--- src/rtl/pgw_pkg.sv ---
package pgw_pkg;
  typedef enum logic [1:0] {F_LOAD, F_PROG, F_CMP, F_STAT} frame_t;
  typedef enum logic [1:0] {S_IDLE, S_GAP, S_FRAME, S_CHUNK} state_t;

  localparam logic [7:0] OP_LOAD = 8'h53;
  localparam logic [7:0] OP_PROG = 8'h82;
  localparam logic [7:0] OP_CMP  = 8'h60;
  localparam logic [7:0] OP_STAT = 8'hD7;
endpackage

--- src/rtl/pgw_spi_byte.sv ---
// One SPI mode-0 byte exchange; two clock cycles per bit.
// flags captures the first two bits received (status ready/mismatch).
module pgw_spi_byte (
  input  logic       clk,
  input  logic       rst_n,
  input  logic       go,
  input  logic [7:0] tx,
  input  logic       miso,
  output logic       sclk,
  output logic       mosi,
  output logic       busy,
  output logic       done,
  output logic [1:0] flags
);
  logic [7:0] sh_q, sh_n;
  logic [2:0] bits_q, bits_n;
  logic [1:0] flg_q, flg_n;
  logic       sclk_q, sclk_n, busy_q, busy_n, done_q, done_n;

  always_comb begin
    sh_n = sh_q; bits_n = bits_q; flg_n = flg_q;
    sclk_n = sclk_q; busy_n = busy_q; done_n = 1'b0;
    if (go) begin
      sh_n = tx; bits_n = '0; sclk_n = 1'b0; busy_n = 1'b1;
    end else if (busy_q) begin
      if (!sclk_q) begin
        sclk_n = 1'b1;
      end else begin
        if (bits_q == 3'd0) flg_n[1] = miso;
        if (bits_q == 3'd1) flg_n[0] = miso;
        sh_n = {sh_q[6:0], 1'b0};
        sclk_n = 1'b0;
        bits_n = bits_q + 3'd1;
        if (bits_q == 3'd7) begin
          busy_n = 1'b0;
          done_n = 1'b1;
        end
      end
    end
  end

  always_ff @(posedge clk or negedge rst_n) begin
    if (!rst_n) begin
      sh_q <= '0; bits_q <= '0; flg_q <= '0;
      sclk_q <= 1'b0; busy_q <= 1'b0; done_q <= 1'b0;
    end else begin
      sh_q <= sh_n; bits_q <= bits_n; flg_q <= flg_n;
      sclk_q <= sclk_n; busy_q <= busy_n; done_q <= done_n;
    end
  end

  assign sclk  = sclk_q;
  assign mosi  = sh_q[7];
  assign busy  = busy_q;
  assign done  = done_q;
  assign flags = flg_q;

  // data line holds still while the clock is high
  a_r3_mosi_stable: assert property (@(posedge clk) disable iff (!rst_n)
    sclk_q |-> $stable(sh_q[7]));
endmodule

--- src/rtl/pgw_chunk.sv ---
// Piece length: the smaller of the remaining bytes and the room left in the page.
module pgw_chunk #(
  parameter int PAGE_BYTES = 264,
  parameter int LEN_W      = 20,
  parameter int OFF_W      = 9,
  parameter int CHUNK_W    = 9
) (
  input  logic [LEN_W-1:0]   rem,
  input  logic [OFF_W-1:0]   off,
  output logic [CHUNK_W-1:0] chunk,
  output logic               full
);
  logic [LEN_W-1:0] room;

  always_comb begin
    room  = LEN_W'(PAGE_BYTES) - LEN_W'(off);
    chunk = (rem < room) ? CHUNK_W'(rem) : CHUNK_W'(room);
    full  = (chunk == CHUNK_W'(PAGE_BYTES));
  end
endmodule

--- src/rtl/pgw_frame_byte.sv ---
// Selects the byte to send at position idx of the current frame.
module pgw_frame_byte
  import pgw_pkg::*;
#(
  parameter int PAGE_W = 11,
  parameter int OFF_W  = 9,
  parameter int IDX_W  = 9
) (
  input  frame_t            ftype,
  input  logic [IDX_W-1:0]  idx,
  input  logic [PAGE_W-1:0] page,
  input  logic [OFF_W-1:0]  off,
  input  logic [7:0]        data,
  output logic [7:0]        tx
);
  logic [23:0]      addr;
  logic [OFF_W-1:0] off_sel;

  always_comb begin
    off_sel = (ftype == F_PROG) ? off : '0;
    addr    = 24'({page, off_sel});
    case (idx)
      IDX_W'(0): begin
        case (ftype)
          F_LOAD:  tx = OP_LOAD;
          F_PROG:  tx = OP_PROG;
          F_CMP:   tx = OP_CMP;
          default: tx = OP_STAT;
        endcase
      end
      IDX_W'(1): tx = (ftype == F_STAT) ? 8'h00 : addr[23:16];
      IDX_W'(2): tx = addr[15:8];
      IDX_W'(3): tx = addr[7:0];
      default:   tx = (ftype == F_PROG) ? data : 8'h00;
    endcase
  end
endmodule

--- src/rtl/pgw_seq.sv ---
module pgw_seq
  import pgw_pkg::*;
#(
  parameter int PAGE_BYTES = 264,
  parameter int PAGE_SHIFT = 9,
  parameter int NUM_PAGES  = 2048,
  parameter int LEN_W      = 20,
  localparam int PAGE_W    = $clog2(NUM_PAGES)
) (
  input  logic              clk,
  input  logic              rst_n,
  input  logic              start,
  input  logic [PAGE_W-1:0] start_page,
  input  logic [PAGE_SHIFT-1:0] start_off,
  input  logic [LEN_W-1:0]  length,
  input  logic              verify_en,
  input  logic [7:0]        in_data,
  input  logic              in_valid,
  output logic              in_ready,
  output logic              spi_cs_n,
  output logic              spi_sclk,
  output logic              spi_mosi,
  input  logic              spi_miso,
  output logic              done,
  output logic [LEN_W-1:0]  wr_count,
  output logic              range_err,
  output logic              cmp_err
);
  localparam int CHUNK_W   = $clog2(PAGE_BYTES + 1);
  localparam int IDX_W     = $clog2(PAGE_BYTES + 5);
  localparam int DEV_BYTES = NUM_PAGES * PAGE_BYTES;

  // reset asserted asynchronously, released on a clock edge
  logic [1:0] rsync_q;
  logic       rst_i_n;
  always_ff @(posedge clk or negedge rst_n) begin
    if (!rst_n) rsync_q <= 2'b00;
    else        rsync_q <= {rsync_q[0], 1'b1};
  end
  assign rst_i_n = rsync_q[1];

  state_t              st_q, st_n;
  frame_t              ft_q, ft_n, pend_q, pend_n;
  logic [IDX_W-1:0]    idx_q, idx_n, flen;
  logic [PAGE_W-1:0]   page_q, page_n;
  logic [PAGE_SHIFT-1:0] off_q, off_n, ck_off;
  logic [LEN_W-1:0]    rem_q, rem_n, len_q, len_n, cnt_q, cnt_n, ck_rem, rem_left;
  logic [CHUNK_W-1:0]  chunk_q, chunk_n, ck_chunk;
  logic [1:0]          stat_q, stat_n, sp_flags;
  logic                ck_full, ver_q, ver_n, cs_q, cs_n, done_q, done_n;
  logic                rerr_q, rerr_n, cerr_q, cerr_n;
  logic                sp_busy, sp_done, go, can_issue, need_data, frame_end, bad_range;
  logic [7:0]          tx_byte;
  logic [31:0]         reach;

  assign rem_left = rem_q - LEN_W'(chunk_q);
  assign ck_rem   = (st_q == S_IDLE) ? length : rem_left;
  assign ck_off   = (st_q == S_IDLE) ? start_off : '0;

  pgw_chunk #(.PAGE_BYTES(PAGE_BYTES), .LEN_W(LEN_W), .OFF_W(PAGE_SHIFT), .CHUNK_W(CHUNK_W))
    u_chunk (.rem(ck_rem), .off(ck_off), .chunk(ck_chunk), .full(ck_full));

  pgw_frame_byte #(.PAGE_W(PAGE_W), .OFF_W(PAGE_SHIFT), .IDX_W(IDX_W))
    u_fbyte (.ftype(ft_q), .idx(idx_q), .page(page_q), .off(off_q), .data(in_data), .tx(tx_byte));

  pgw_spi_byte u_spi (.clk(clk), .rst_n(rst_i_n), .go(go), .tx(tx_byte), .miso(spi_miso),
    .sclk(spi_sclk), .mosi(spi_mosi), .busy(sp_busy), .done(sp_done), .flags(sp_flags));

  always_comb begin
    case (ft_q)
      F_PROG:  flen = IDX_W'(4) + IDX_W'(chunk_q);
      F_STAT:  flen = IDX_W'(2);
      default: flen = IDX_W'(4);
    endcase
    need_data = (ft_q == F_PROG) && (idx_q >= IDX_W'(4));
    can_issue = (st_q == S_FRAME) && (idx_q < flen) && !sp_busy && !sp_done;
    go        = can_issue && (!need_data || in_valid);
    frame_end = (st_q == S_FRAME) && (idx_q == flen) && !sp_busy && !sp_done;
    reach     = 32'(start_page) * 32'(PAGE_BYTES) + 32'(start_off) + 32'(length);
    bad_range = (32'(start_off) >= 32'(PAGE_BYTES)) || (reach > 32'(DEV_BYTES));
  end
  assign in_ready = can_issue && need_data;

  always_comb begin
    st_n = st_q; ft_n = ft_q; pend_n = pend_q; idx_n = idx_q;
    page_n = page_q; off_n = off_q; rem_n = rem_q; len_n = len_q;
    cnt_n = cnt_q; chunk_n = chunk_q; stat_n = stat_q; ver_n = ver_q;
    cs_n = cs_q; done_n = 1'b0; rerr_n = rerr_q; cerr_n = cerr_q;
    case (st_q)
      S_IDLE: if (start) begin
        cnt_n = '0; rerr_n = 1'b0; cerr_n = 1'b0;
        ver_n = verify_en; len_n = length; rem_n = length;
        page_n = start_page; off_n = start_off; chunk_n = ck_chunk;
        if (length == '0) begin
          done_n = 1'b1;
        end else if (bad_range) begin
          rerr_n = 1'b1; done_n = 1'b1;
        end else begin
          ft_n = ck_full ? F_PROG : F_LOAD;
          st_n = S_GAP;
        end
      end
      S_GAP: begin
        cs_n = 1'b0; idx_n = '0; st_n = S_FRAME;
      end
      S_FRAME: begin
        if (sp_done) begin
          idx_n = idx_q + IDX_W'(1);
          if (ft_q == F_STAT) stat_n = sp_flags;
        end
        if (frame_end) begin
          cs_n = 1'b1;
          st_n = S_GAP;
          if (ft_q != F_STAT) begin
            pend_n = ft_q; ft_n = F_STAT;
          end else if (stat_q[1]) begin
            case (pend_q)
              F_LOAD: ft_n = F_PROG;
              F_PROG: if (ver_q) ft_n = F_CMP; else st_n = S_CHUNK;
              default: begin
                if (stat_q[0]) begin
                  cerr_n = 1'b1; done_n = 1'b1; st_n = S_IDLE;
                end else begin
                  st_n = S_CHUNK;
                end
              end
            endcase
          end
        end
      end
      default: begin
        cnt_n = cnt_q + LEN_W'(chunk_q);
        rem_n = rem_left;
        if (rem_left == '0) begin
          done_n = 1'b1; st_n = S_IDLE;
        end else begin
          page_n = page_q + PAGE_W'(1); off_n = '0; chunk_n = ck_chunk;
          ft_n = ck_full ? F_PROG : F_LOAD;
          st_n = S_GAP;
        end
      end
    endcase
  end

  always_ff @(posedge clk or negedge rst_i_n) begin
    if (!rst_i_n) begin
      st_q <= S_IDLE; ft_q <= F_STAT; pend_q <= F_STAT; idx_q <= '0;
      page_q <= '0; off_q <= '0; rem_q <= '0; len_q <= '0; cnt_q <= '0;
      chunk_q <= '0; stat_q <= '0; ver_q <= 1'b0; cs_q <= 1'b1;
      done_q <= 1'b0; rerr_q <= 1'b0; cerr_q <= 1'b0;
    end else begin
      st_q <= st_n; ft_q <= ft_n; pend_q <= pend_n; idx_q <= idx_n;
      page_q <= page_n; off_q <= off_n; rem_q <= rem_n; len_q <= len_n; cnt_q <= cnt_n;
      chunk_q <= chunk_n; stat_q <= stat_n; ver_q <= ver_n; cs_q <= cs_n;
      done_q <= done_n; rerr_q <= rerr_n; cerr_q <= cerr_n;
    end
  end

  assign spi_cs_n  = cs_q;
  assign done      = done_q;
  assign wr_count  = cnt_q;
  assign range_err = rerr_q;
  assign cmp_err   = cerr_q;

  // bus clock and data handshake only inside a chip-select frame
  a_r3_sclk_in_frame: assert property (@(posedge clk) disable iff (!rst_i_n)
    spi_sclk |-> !spi_cs_n);
  a_r3_ready_in_frame: assert property (@(posedge clk) disable iff (!rst_i_n)
    in_ready |-> !spi_cs_n);
  // a piece in flight is never empty and never longer than a page
  a_r1_chunk_bound: assert property (@(posedge clk) disable iff (!rst_i_n)
    (st_q != S_IDLE) |-> (chunk_q != '0 && chunk_q <= CHUNK_W'(PAGE_BYTES)));
  // a clean finish reports the whole requested length
  a_r9_count_total: assert property (@(posedge clk) disable iff (!rst_i_n)
    (done && !cmp_err && !range_err) |-> (wr_count == len_q));
  // a rejected request leaves the bus idle
  a_r7_reject_quiet: assert property (@(posedge clk) disable iff (!rst_i_n)
    range_err |-> spi_cs_n);
  // after a mismatch no further frame is opened
  a_r6_stop_on_mismatch: assert property (@(posedge clk) disable iff (!rst_i_n)
    cmp_err |-> spi_cs_n);
  // done lasts one cycle
  a_r11_done_pulse: assert property (@(posedge clk) disable iff (!rst_i_n)
    done |=> !done);
endmodule

--- config.mk ---
export PLATFORM = sky130hd
export DESIGN_NAME = pgw_seq
export DESIGN_NICKNAME = d
export VERILOG_FILES = /design/src/rtl/pgw_pkg.sv /design/src/rtl/pgw_spi_byte.sv /design/src/rtl/pgw_chunk.sv /design/src/rtl/pgw_frame_byte.sv /design/src/rtl/pgw_seq.sv
export SDC_FILE = /design/constraint.sdc
export NUM_CORES = 1
export LEC_CHECK = 0
export ABC_AREA = 1
export BUFFER_PORTS_ARGS = -buffer_cell sky130_fd_sc_hd__clkbuf_2
export CORE_MARGIN = 1
export CORE_UTILIZATION = 25
export DETAILED_ROUTE_END_ITERATION = 6
export GPL_ROUTABILITY_DRIVEN = 0
export PLACE_DENSITY_LB_ADDON = 0.1
export SETUP_SLACK_MARGIN = 0.2
export SLEW_MARGIN = 40
export SYNTH_ARGS = -nofsm -noshare
export SYNTH_HDL_FRONTEND = slang
export SYNTH_HIERARCHICAL = 1
export SYNTH_SLANG_ARGS = --single-unit
--- constraint.sdc ---
create_clock -name clk -period 3 [get_ports clk]
set_input_delay 0.3 -clock clk [delete_from_list [all_inputs] [get_ports clk]]
set_output_delay 0.3 -clock clk [all_outputs]
set_load 0.01 [all_outputs]
Yosys cells after proc, flatten, opt, wreduce, memory -nomap -nowiden
Index checks and enable logic that the tools add are counted.
{"block": "word_totals", "reg_bits": 109, "in_bits": 54}
{"block": "op_classes", "addsub": 9, "multipliers": 1, "magnitude_cmp": 5, "eq_ne": 28, "n_mux": 83, "bitwise": 3, "n_reduce_logical": 40}
{"op": "20-bit one-hot mux with 2 select lines", "n": 2}
{"op": "9-bit two-way mux", "n": 8}
{"op": "9-bit one-hot mux with 2 select lines", "n": 4}
{"op": "20-bit two-way mux", "n": 3}
{"op": "20-bit zero test", "n": 2}
{"op": "2-bit two-way mux", "n": 16}
{"op": "8-bit two-way mux", "n": 4}
{"op": "8-bit one-hot mux with 4 select lines", "n": 1}
{"op": "1-bit two-way mux", "n": 30}
{"op": "8-bit one-hot mux with 3 select lines", "n": 1}
{"op": "21-bit by 20-bit adder with 22-bit output", "n": 1}
{"op": "22-bit by 20-bit greater-than comparator with 1-bit output, second input constant", "n": 1}
{"op": "11-bit two-way mux", "n": 2}
{"op": "11-bit one-hot mux with 2 select lines", "n": 1}
{"op": "20-bit by 9-bit adder with 21-bit output", "n": 1}
{"op": "20-bit by 9-bit adder with 20-bit output", "n": 1}
{"op": "20-bit < comparator", "n": 1}
{"op": "2-bit inequality test, second input constant", "n": 10}
{"op": "20-bit by 9-bit subtractor with 20-bit output", "n": 1}
{"op": "9-bit by 2-bit == test with 1-bit output, second input constant", "n": 2}
{"op": "11-bit by 6-bit multiplier with 17-bit output, second input constant", "n": 1}
{"op": "2-bit one-hot mux with 3 select lines", "n": 2}
{"op": "4-bit AND reduction", "n": 3}
{"op": "11-bit by 1-bit adder with 11-bit output, second input constant", "n": 1}
{"op": "37 further kinds", "n": 70}

Logic depth before layout (Yosys ltp)
Gate-level depths: netlist (run 1).
{"block": "depth", "depth_word": 11, "depth_mapped": 32, "ltp_nobuf": 29}

By module
The synthesis (run 1) kept the hierarchy.
{"module": "pgw_seq", "n_inst": 1, "cells_each": 1248, "area_each_um2": 8490.6, "seq_area_each_um2": 2333.5}
{"module": "pgw_chunk", "n_inst": 1, "cells_each": 146, "area_each_um2": 860.8, "seq_area_each_um2": 0.0}
{"module": "pgw_spi_byte", "n_inst": 1, "cells_each": 88, "area_each_um2": 742.0, "seq_area_each_um2": 400.4}
{"module": "pgw_frame_byte", "n_inst": 1, "cells_each": 103, "area_each_um2": 575.6, "seq_area_each_um2": 0.0}

Least setup slack after synthesis (run 1)
Ideal clock, no wire load.
{"block": "synth_timing", "path_kind": "input port to flip-flop", "start": "in start_page[2]", "end": "reg st_q[1]", "setup_time_ps": 117, "arrival_time_ps": 4011, "required_ps": 2883, "setup_slack_ps": -1128, "path_stages": 26, "n_path_buf": 0, "path_cell_list": "ha_1 -> ha_1 -> ha_1 -> inv_1 -> fa_1 -> o21ai_0 -> a21oi_1 -> o21ai_0 -> nand3_1 -> xor2_1 -> ha_1 -> ha_1 -> a21oi_1 -> o21ai_0 -> a21oi_1 -> nand2_1 -> nand2_1 -> nand2_1 -> nor2_1 -> nand3_1 -> nand2_1 -> nand3_1 -> nand2_2 -> nand2_1 -> nand2_1 -> nand2_1"}
{"block": "synth_between", "elab_chain_cells": 7}
{"element": "from (decl)", "line_no": "pgw_seq.sv:13", "rtl": "input logic [PAGE_W-1:0] start_page,"}
{"element": "11-bit by 6-bit multiplier with 17-bit output", "line_no": "pgw_seq.sv:79", "rtl": "reach = 32'(start_page) * 32'(PAGE_BYTES) + 32'(start_off) + 32'(length);"}
{"element": "20-bit by 9-bit adder with 21-bit output", "line_no": "pgw_seq.sv:79"}
{"element": "21-bit by 20-bit adder with 22-bit output", "line_no": "pgw_seq.sv:79"}
{"element": "22-bit by 20-bit greater-than comparator with 1-bit output", "line_no": "pgw_seq.sv:80", "rtl": "bad_range = (32'(start_off) >= 32'(PAGE_BYTES)) || (reach > 32'(DEV_BYTES));"}
{"element": "1-bit logical OR", "line_no": "pgw_seq.sv:80"}
{"element": "2-bit inequality test (no source line)"}
{"element": "4-bit AND reduction (no source line)"}
{"element": "to (signal assigned)", "line_no": "pgw_seq.sv:152", "rtl": "st_q <= st_n; ft_q <= ft_n; pend_q <= pend_n; idx_q <= idx_n;"}
{"element": "to (decl)", "line_no": "pgw_seq.sv:42", "rtl": "state_t st_q, st_n;"}
Every way passes these cells.
A chain may end at the register's enable or synchronous reset.

Worst setup path after layout (run 1)
{"block": "layout_timing", "start": "in start_page[7]", "end": "reg st_q[1]"}
Same word-level chain as after synthesis.

==> impl_metrics.tcl, run 1 <==
set metrics [dict create \
    wl_per_cell_um 15.4 \
    synth_top_cell_by_area "dfrtp_1" \
    swShare 0.485 \
    die_x_um 209 \
    p_int_mw 9.32 \
    syn2layout_area_growth_pct 45.7 \
    synthMuxAreaShare 0.00833 \
    status "complete, but fails checks" \
    io_buffers 80 \
    row_count 75 \
    design_area_sq_um 15500 \
    maxCapViolations 0 \
    vias 11052 \
    place_inst 2415 \
    numCtsBuffers 9 \
    p_leak_nw 7.83 \
    clk_path_buf_depth 2 \
    fmax_mhz 270 \
    synthAdderAreaFrac 0.154 \
    dp_hpwl_um 31000 \
    total_power_mw 18.1 \
    path_class "input port to register" \
    viasPerCell 4.47 \
    period_minus_slack_ns 3.70 \
    combPwrFrac 0.787 \
    seqPwrFrac 0.140 \
    synth_enable_flop_cells 0 \
    grt_first_pass_wirelength_um 59800 \
    rsz0062_at_grt "true" \
    drt_pass1_iterations 5 \
    synthTopCellsByCount "486 x nand2_1, 221 x inv_1, 128 x nor2_1" \
    synth_compound_area_frac 0.118 \
    cellPowerDensity_nw_per_um2 1160 \
    synth_top_area_frac 0.244 \
    synth.distinct_cells 57 \
    wirelength_um 38000 \
    min_path_type "input port to register" \
    synth-async-reset-ratio 1.00 \
    num_antenna_cells 0 \
    fill_cells 4514 \
    tns_ns -6.94 \
    crit_fanout 6 \
    syn-num-nets 1764 \
    yosys-top-cells-area "dfrtp_1 24%, nand2_1 17%, ha_1 13%, inv_1 7.8%, nand3_1 5.2%" \
    yosysSeqAreaShare 0.256 \
    grt_max_degree 43 \
    peakVddDrop_v 0.000615 \
    final_cell_count_no_fill 2471 \
    cts_tree "done" \
    fin_util 0.370 \
    worst_pin_slew_ns 0.602 \
    synth_xor_area_frac 0.0254 \
    numClockSinks 109 \
    nets 2107 \
    dp_slack_ns -1.27 \
    skew_ns 0.0101 \
    slew_viol_final 0 \
    hold_violations 0 \
    yosys_register_bits 109 \
    core_area_sq_um 42000 \
    setup_viol 15 \
    io_pins 81 \
    path_clk_slew_ns 0.08 \
    synthCells 1585 \
    worstPathArrival_ns 3.99 \
    drive_above_1_share 0.351 \
    yosys.area_share.simple 0.341 \
    gr-total-overflow 0 \
    fin_crit_sh 1.23 \
    htree_levels 3 \
    clkPwrFrac 0.073 \
    ys_warn_count 6 \
    start_util 0.254 \
    violations "setup timing" \
    synth_top_family_by_area "simple AND/OR/NAND/NOR gates" \
    p_sw_mw 8.79 \
    grt_usage 0.178 \
    cts-root-buf "clkbuf_16" \
    ys.flop_type "dfrtp_1" \
    cp.required_ns 3.29 \
    worst_slack_ns -0.700 \
    worstSetupEndpointType "register" \
    reg2reg_slack_ns -0.65 \
    syn-cell-area_sq_um 10700 \
    whs_ns 0.137 \
    drc 0 \
    die_h_um 209 \
    clk_latency_ns 0.40 \
    grt_pass1_vias 10890 \
    drt_iter0_markers 432 \
    start_kind "input port" \
    avgSynthCellArea_sq_um 6.73 \
    antenna_left 0 \
    die_area_sq_um 43500 \
    yosysMostFrequentCell "nand2_1" \
    postPlaceCellArea_sq_um 13600 \
    max_slew_margin 0.599 \
    antenna_found_initial 0 \
]
-- final timing paths --
| check | start | end | cells past startpoint |
|---|---|---|---|
| setup / recovery | start_page[7] | st_q[1] | 25 |
| hold / removal | spi_miso | u_spi/flags[1] | 3 |
| setup reg to reg | chunk_q[0] | ft_q[0] | 28 |
| hold reg to reg | rsync_q[1] | u_spi/sh_q[4] | 0 |
| max in group asynchronous | rsync_q[1] | pend_q[0] | 1 |
| min in group asynchronous | rst_n | rsync_q[1] | 2 |
-- worst max-delay path, stage by stage --
cell       delay, ns
clkbuf_16       0.13
ha_4            0.24
ha_4            0.27
ha_4            0.11
inv_2           0.04
fa_2            0.36
o21ai_4         0.16
a21oi_2         0.08
o21ai_2         0.17
nand3_1         0.10
xor2_1          0.17
ha_1            0.34
ha_4            0.25
a21oi_4         0.15
o21ai_1         0.09
a21oi_1         0.13
o21ai_1         0.10
a21oi_2         0.12
nand3_1         0.10
nor2_2          0.18
nand3_4         0.13
nand2_4         0.11
nand2_2         0.06
nand2_1         0.06
nand2_1         0.04
-- state kept, by name (all words and copies together), names as in the netlist, 2 cells and up --
| name | count |
|---|---|
| off_q | 9 |
| stat_q | 2 |
| idx_q | 9 |
| pend_q | 2 |
| rsync_q | 2 |
| rem_q | 20 |
| u_spi/sh_q | 8 |
| u_spi/flags | 2 |
| st_q | 2 |
| u_spi/bits_q | 3 |
| wr_count | 20 |
| page_q | 11 |
| ft_q | 2 |
| chunk_q | 9 |
-- per-layer routing --
| layer | share of wire | vias to the layer above | track usage |
|---|---|---|---|
| met4 | 0.013 | 0 | 0.0365 |
| met3 | 0.020 | 18 | 0.0258 |
| met2 | 0.48 | 108 | 0.299 |
| met5 | 0 | - | 0 |
| li1 | - | 5836 | - |
| met1 | 0.49 | 5090 | 0.241 |
-- cells in the final DEF, fill, tap and decap left out, drive strengths merged, types with 3 or more instances in the layout --
cell type / instances
a21oi: 60
a31oi: 12
buf: 281
clkbuf: 88
dfrtp: 104
dfstp: 5
fa: 10
ha: 115
inv: 228
mux2: 7
nand2: 500
nand3: 115
nand3b: 9
nand4: 32
nor2: 143
nor3: 23
nor3b: 4
nor4: 9
o211ai: 3
o21ai: 119
o21bai: 5
o22ai: 4
xnor2: 11
xor2: 20
-- final cells by class --
class                      count  area, sq um  share of cell area
multi-input combinational   1220         8160               0.525
timing repair buffer         361         2790               0.180
sequential                   109         2740               0.176
inverter                     227          877              0.0564
tap                          539          674              0.0434
clock buffer                   9          225              0.0145
clock inverter                 6         82.6             0.00531
-- cell families (layout without fill, tap and decap cells) --
kind of cell	after synthesis	in the layout
compound gates	214	214
xor+xnor	31	31
fa+ha+maj	125	125
buf+inv	256	603
flops	109	109
mux	8	8
other cells	1	1
simple gates	841	841
-- timing repair --
action	4_1_cts	5_1_grt
hold endpoints to repair	2	0
resized for setup	166	152
pin swaps	62	70
hold buffers	1	0
gates cloned	3	0
setup endpoints to repair	51	58
setup buffers	24	13
-- power by group through the flow --
stage | Combinational (mW) | Clock [mW] | Sequential, mW
floorplan | 6.58 | 0 | 2.45
global placement | 11.1 | 0 | 2.51
detailed placement | 11.2 | 0 | 2.51
CTS | 13.1 | 1.40 | 2.50
global route | 15.8 | 1.44 | 2.61
finish | 14.2 | 1.33 | 2.53
Power figures use the tool's default switching activity.
==> run 2: changes to the inputs <==
ABC_AREA = default   (was 1)
==> run 2 against run 1 <==
  * The run still ends with setup timing left
  * Largest cell class unchanged
  * Die area down 7.9%
  * Synthesized cell count shrank 28%
  * Critical path type unchanged
  * Critical endpoint is now st_q[0]
  * Routed wire length shrank 9.0%
  * Power shrank 4.6%
==> impl_metrics.tcl, run 2 <==
set metrics [dict create \
    whs_ns 0.176 \
    ys.flop_type "dfrtp_1" \
    die_x_um 200 \
    path_clk_slew_ns 0.09 \
    worst_slack_ns -1.16 \
    cpPeakStageDelay_ns 0.35 \
    min_path_type "input port to register" \
    yosysSeqAreaShare 0.278 \
    setup_viol 52 \
    drc 0 \
    grt_max_degree 49 \
    wl_met1_um 16700 \
    hold_violations 0 \
    cp-startpoint "start_page[7]" \
    met3_length_um 828 \
    design_area_sq_um 14600 \
    highest_layer "met4" \
    final_common_cell "buf_4" \
    crit_fanout 3 \
    reg2reg_from "chunk_q[1]" \
    drive_above_1_share 0.402 \
    core_area_sq_um 38600 \
    start_util 0.254 \
    critPathSlowestCell "fa_2" \
    yosys_register_bits 109 \
    worst_pin_slew_ns 0.590 \
    p_leak_nw 6.79 \
    die_h_um 200 \
    rsz0062_at_grt "true" \
    slew_viol_final 0 \
    viasPerCell 4.75 \
    cts-root-buf "clkbuf_16" \
    drt_iter0_markers 356 \
    crit_family "adder cells" \
    drt_pass1_iterations 4 \
    io_buffers 80 \
    num_antenna_cells 0 \
    wirelength_um 34600 \
    violations "setup timing" \
    synthCells 1136 \
    peakVddDrop_v 0.000696 \
    worstPathArrival_ns 4.43 \
    worstSetupEndpointType "register" \
    clk_path_buf_depth 2 \
    crit_buf_inv 3 \
    cpMostUsedCell "ha_4" \
    antenna_left 0 \
    fin_crit_sh 1.39 \
    syn2layout_area_growth_pct 48.4 \
    clk_latency_ns 0.38 \
    gr-total-overflow 0 \
    yosys-top-cells-area "dfrtp_1 27%, ha_1 15%, nand2_1 5.2%, xnor2_1 3.3%, a21oi_1 3.3%" \
    numClockSinks 109 \
    start_kind "input port" \
    yosysMostFrequentCell "nand2_1" \
    htree_levels 3 \
    period_minus_slack_ns 4.16 \
    syn-num-nets 1315 \
    max_slew_margin 0.606 \
    grt_first_pass_wirelength_um 54500 \
    synth_top_cell_by_area "dfrtp_1" \
    synthTopCellsByCount "136 x nand2_1, 115 x ha_1, 104 x dfrtp_1" \
    place_inst 1968 \
    ys_warn_count 6 \
    antenna_found_initial 0 \
    numCtsBuffers 9 \
    route.met2.wl_um 16500 \
    grt_usage 0.174 \
    synth_top_area_frac 0.265 \
    cp.required_ns 3.28 \
    maxCapViolations 0 \
    path_class "input port to register" \
    fmax_mhz 241 \
    grt_pass1_vias 9901 \
    tns_ns -27.08 \
    path_cells "buf_8 > ha_4 > ha_4 > ha_4 > inv_2 > fa_2 > inv_1 > a21o_1 > a21oi_2 > o21bai_1 > a21o_1 > nand3_2 > xnor2_1 > ha_1 > ha_4 > and2_4 > nand3_2 > a211o_1 > a311oi_2 > a21bo_4 > o31ai_4 > a21oi_4 > nand2b_4 > mux2_4" \
    min-delay-start "spi_miso" \
    final_cell_count_no_fill 2024 \
    row_count 72 \
    vias 9624 \
    die_area_sq_um 40100 \
    syn-cell-area_sq_um 9820 \
    dp_hpwl_um 27600 \
    avgSynthCellArea_sq_um 8.64 \
    cellPowerDensity_nw_per_um2 1190 \
    synth-async-reset-ratio 1.00 \
    skew_ns 0.0199 \
    postPlaceCellArea_sq_um 13100 \
    synth.distinct_cells 83 \
    io_pins 81 \
    cts_tree "done" \
    synth_enable_flop_cells 0 \
    status "complete, but fails checks" \
    nets 1680 \
    wl_per_cell_um 17.1 \
    final_cell_mix "274 x buf_4, 124 x nand2_1, 103 x dfrtp_1" \
]
run 2: cell count changes in the layout (fill, tap and decap cells not counted), moves of 16 or more:
cell,previous run,this run
a21o_1,1,17
a22o_1,0,17
buf_4,247,274
inv_1,204,63
inv_2,20,3
nand2_1,393,124
nand2_2,81,11
nand2_4,25,1
nand3_1,94,26
nand4_1,32,15
nor2_1,110,63
o21ai_0,69,31
xnor2_1,11,36
run 2: cell type report:
| class | count | area (sq um) |
|---|---|---|
| Clock buffer | 13 | 240 |
| Tap cell | 518 | 648 |
| Multi-Input combinational cell | 920 | 7520 |
| Inverter | 66 | 248 |
| Fill cell | 3987 | 24100 |
| Clock inverter | 3 | 23.8 |
| Timing Repair Buffer | 395 | 3150 |
| Sequential cell | 109 | 2740 |
run 2: per-layer routing:
metal / GRT usage / up-vias
li1: - / 4851
met1: 0.233 / 4617
met2: 0.294 / 133
met3: 0.0251 / 23
met4: 0.0379 / 0
met5: 0 / -
run 2: report_power, final:
group / switching, mW / internal [mW]
Clock: 0.618 / 0.569
Combinational: 6.43 / 7.14
Sequential: 0.469 / 2.06
Total: 7.51 / 9.77
run 2: worst reg2reg max path, cell delays in order (launching register included):
cell      delay (ns)
dfrtp_1         0.39
buf_6           0.12
buf_6           0.11
fa_2            0.36
nor2b_1         0.13
o21a_1          0.18
o21ai_2         0.07
a21o_1          0.19
buf_4           0.13
a21bo_4         0.17
o21ai_2         0.06
ha_1            0.29
nand2_1         0.07
or3_4           0.34
o221ai_4        0.26
a221oi_4        0.11
o31a_1          0.35
buf_12          0.16
mux2_4          0.31
mux2_2          0.26
run 2: logic make-up (layout without fill, tap and decap cells):
family                   Yosys count  count (layout)  share of synthesized area
other                              1               1                   0.000382
AO/OA/AOI/OAI                    290             290                      0.198
buffers and inverters            107             477                     0.0468
multiplexers                      45              45                     0.0507
XOR/XNOR                          56              56                     0.0500
AND/OR/NAND/NOR                  403             403                      0.209
flip-flops                       109             109                      0.278
adder cells (fa/ha/maj)          125             125                      0.167
run 2: what timing repair did:
item	in CTS	in global routing
gates resized for setup	101	85
endpoints found under the setup margin	63	69
gates cloned	5	2
hold buffers	1	0
buffers inserted	15	17
pin swaps	52	72
endpoints found under the hold margin	2	0
run 2: metrics by stage:
step           power, mW   util  setup WS, ns
2_1_floorplan       9.10      -         -1.29
3_3_place_gp        14.0  0.339         -1.62
3_5_place_dp        14.0  0.339         -1.66
4_1_cts             16.7  0.364         -1.20
5_1_grt             18.7  0.377         -1.32
6_report            17.3  0.377         -1.16
run 2: worst paths after layout:
path	to	slack, ns	cells past startpoint
max in group asynchronous	off_q[3]	1.90	1
worst min-delay path	u_spi/flags[0]	0.18	2
worst max register to register	chunk_q[2]	-1.15	19
min in group asynchronous	rsync_q[1]	0.24	2
worst min register to register	idx_q[4]	0.32	0
worst max-delay path	st_q[0]	-1.16	24
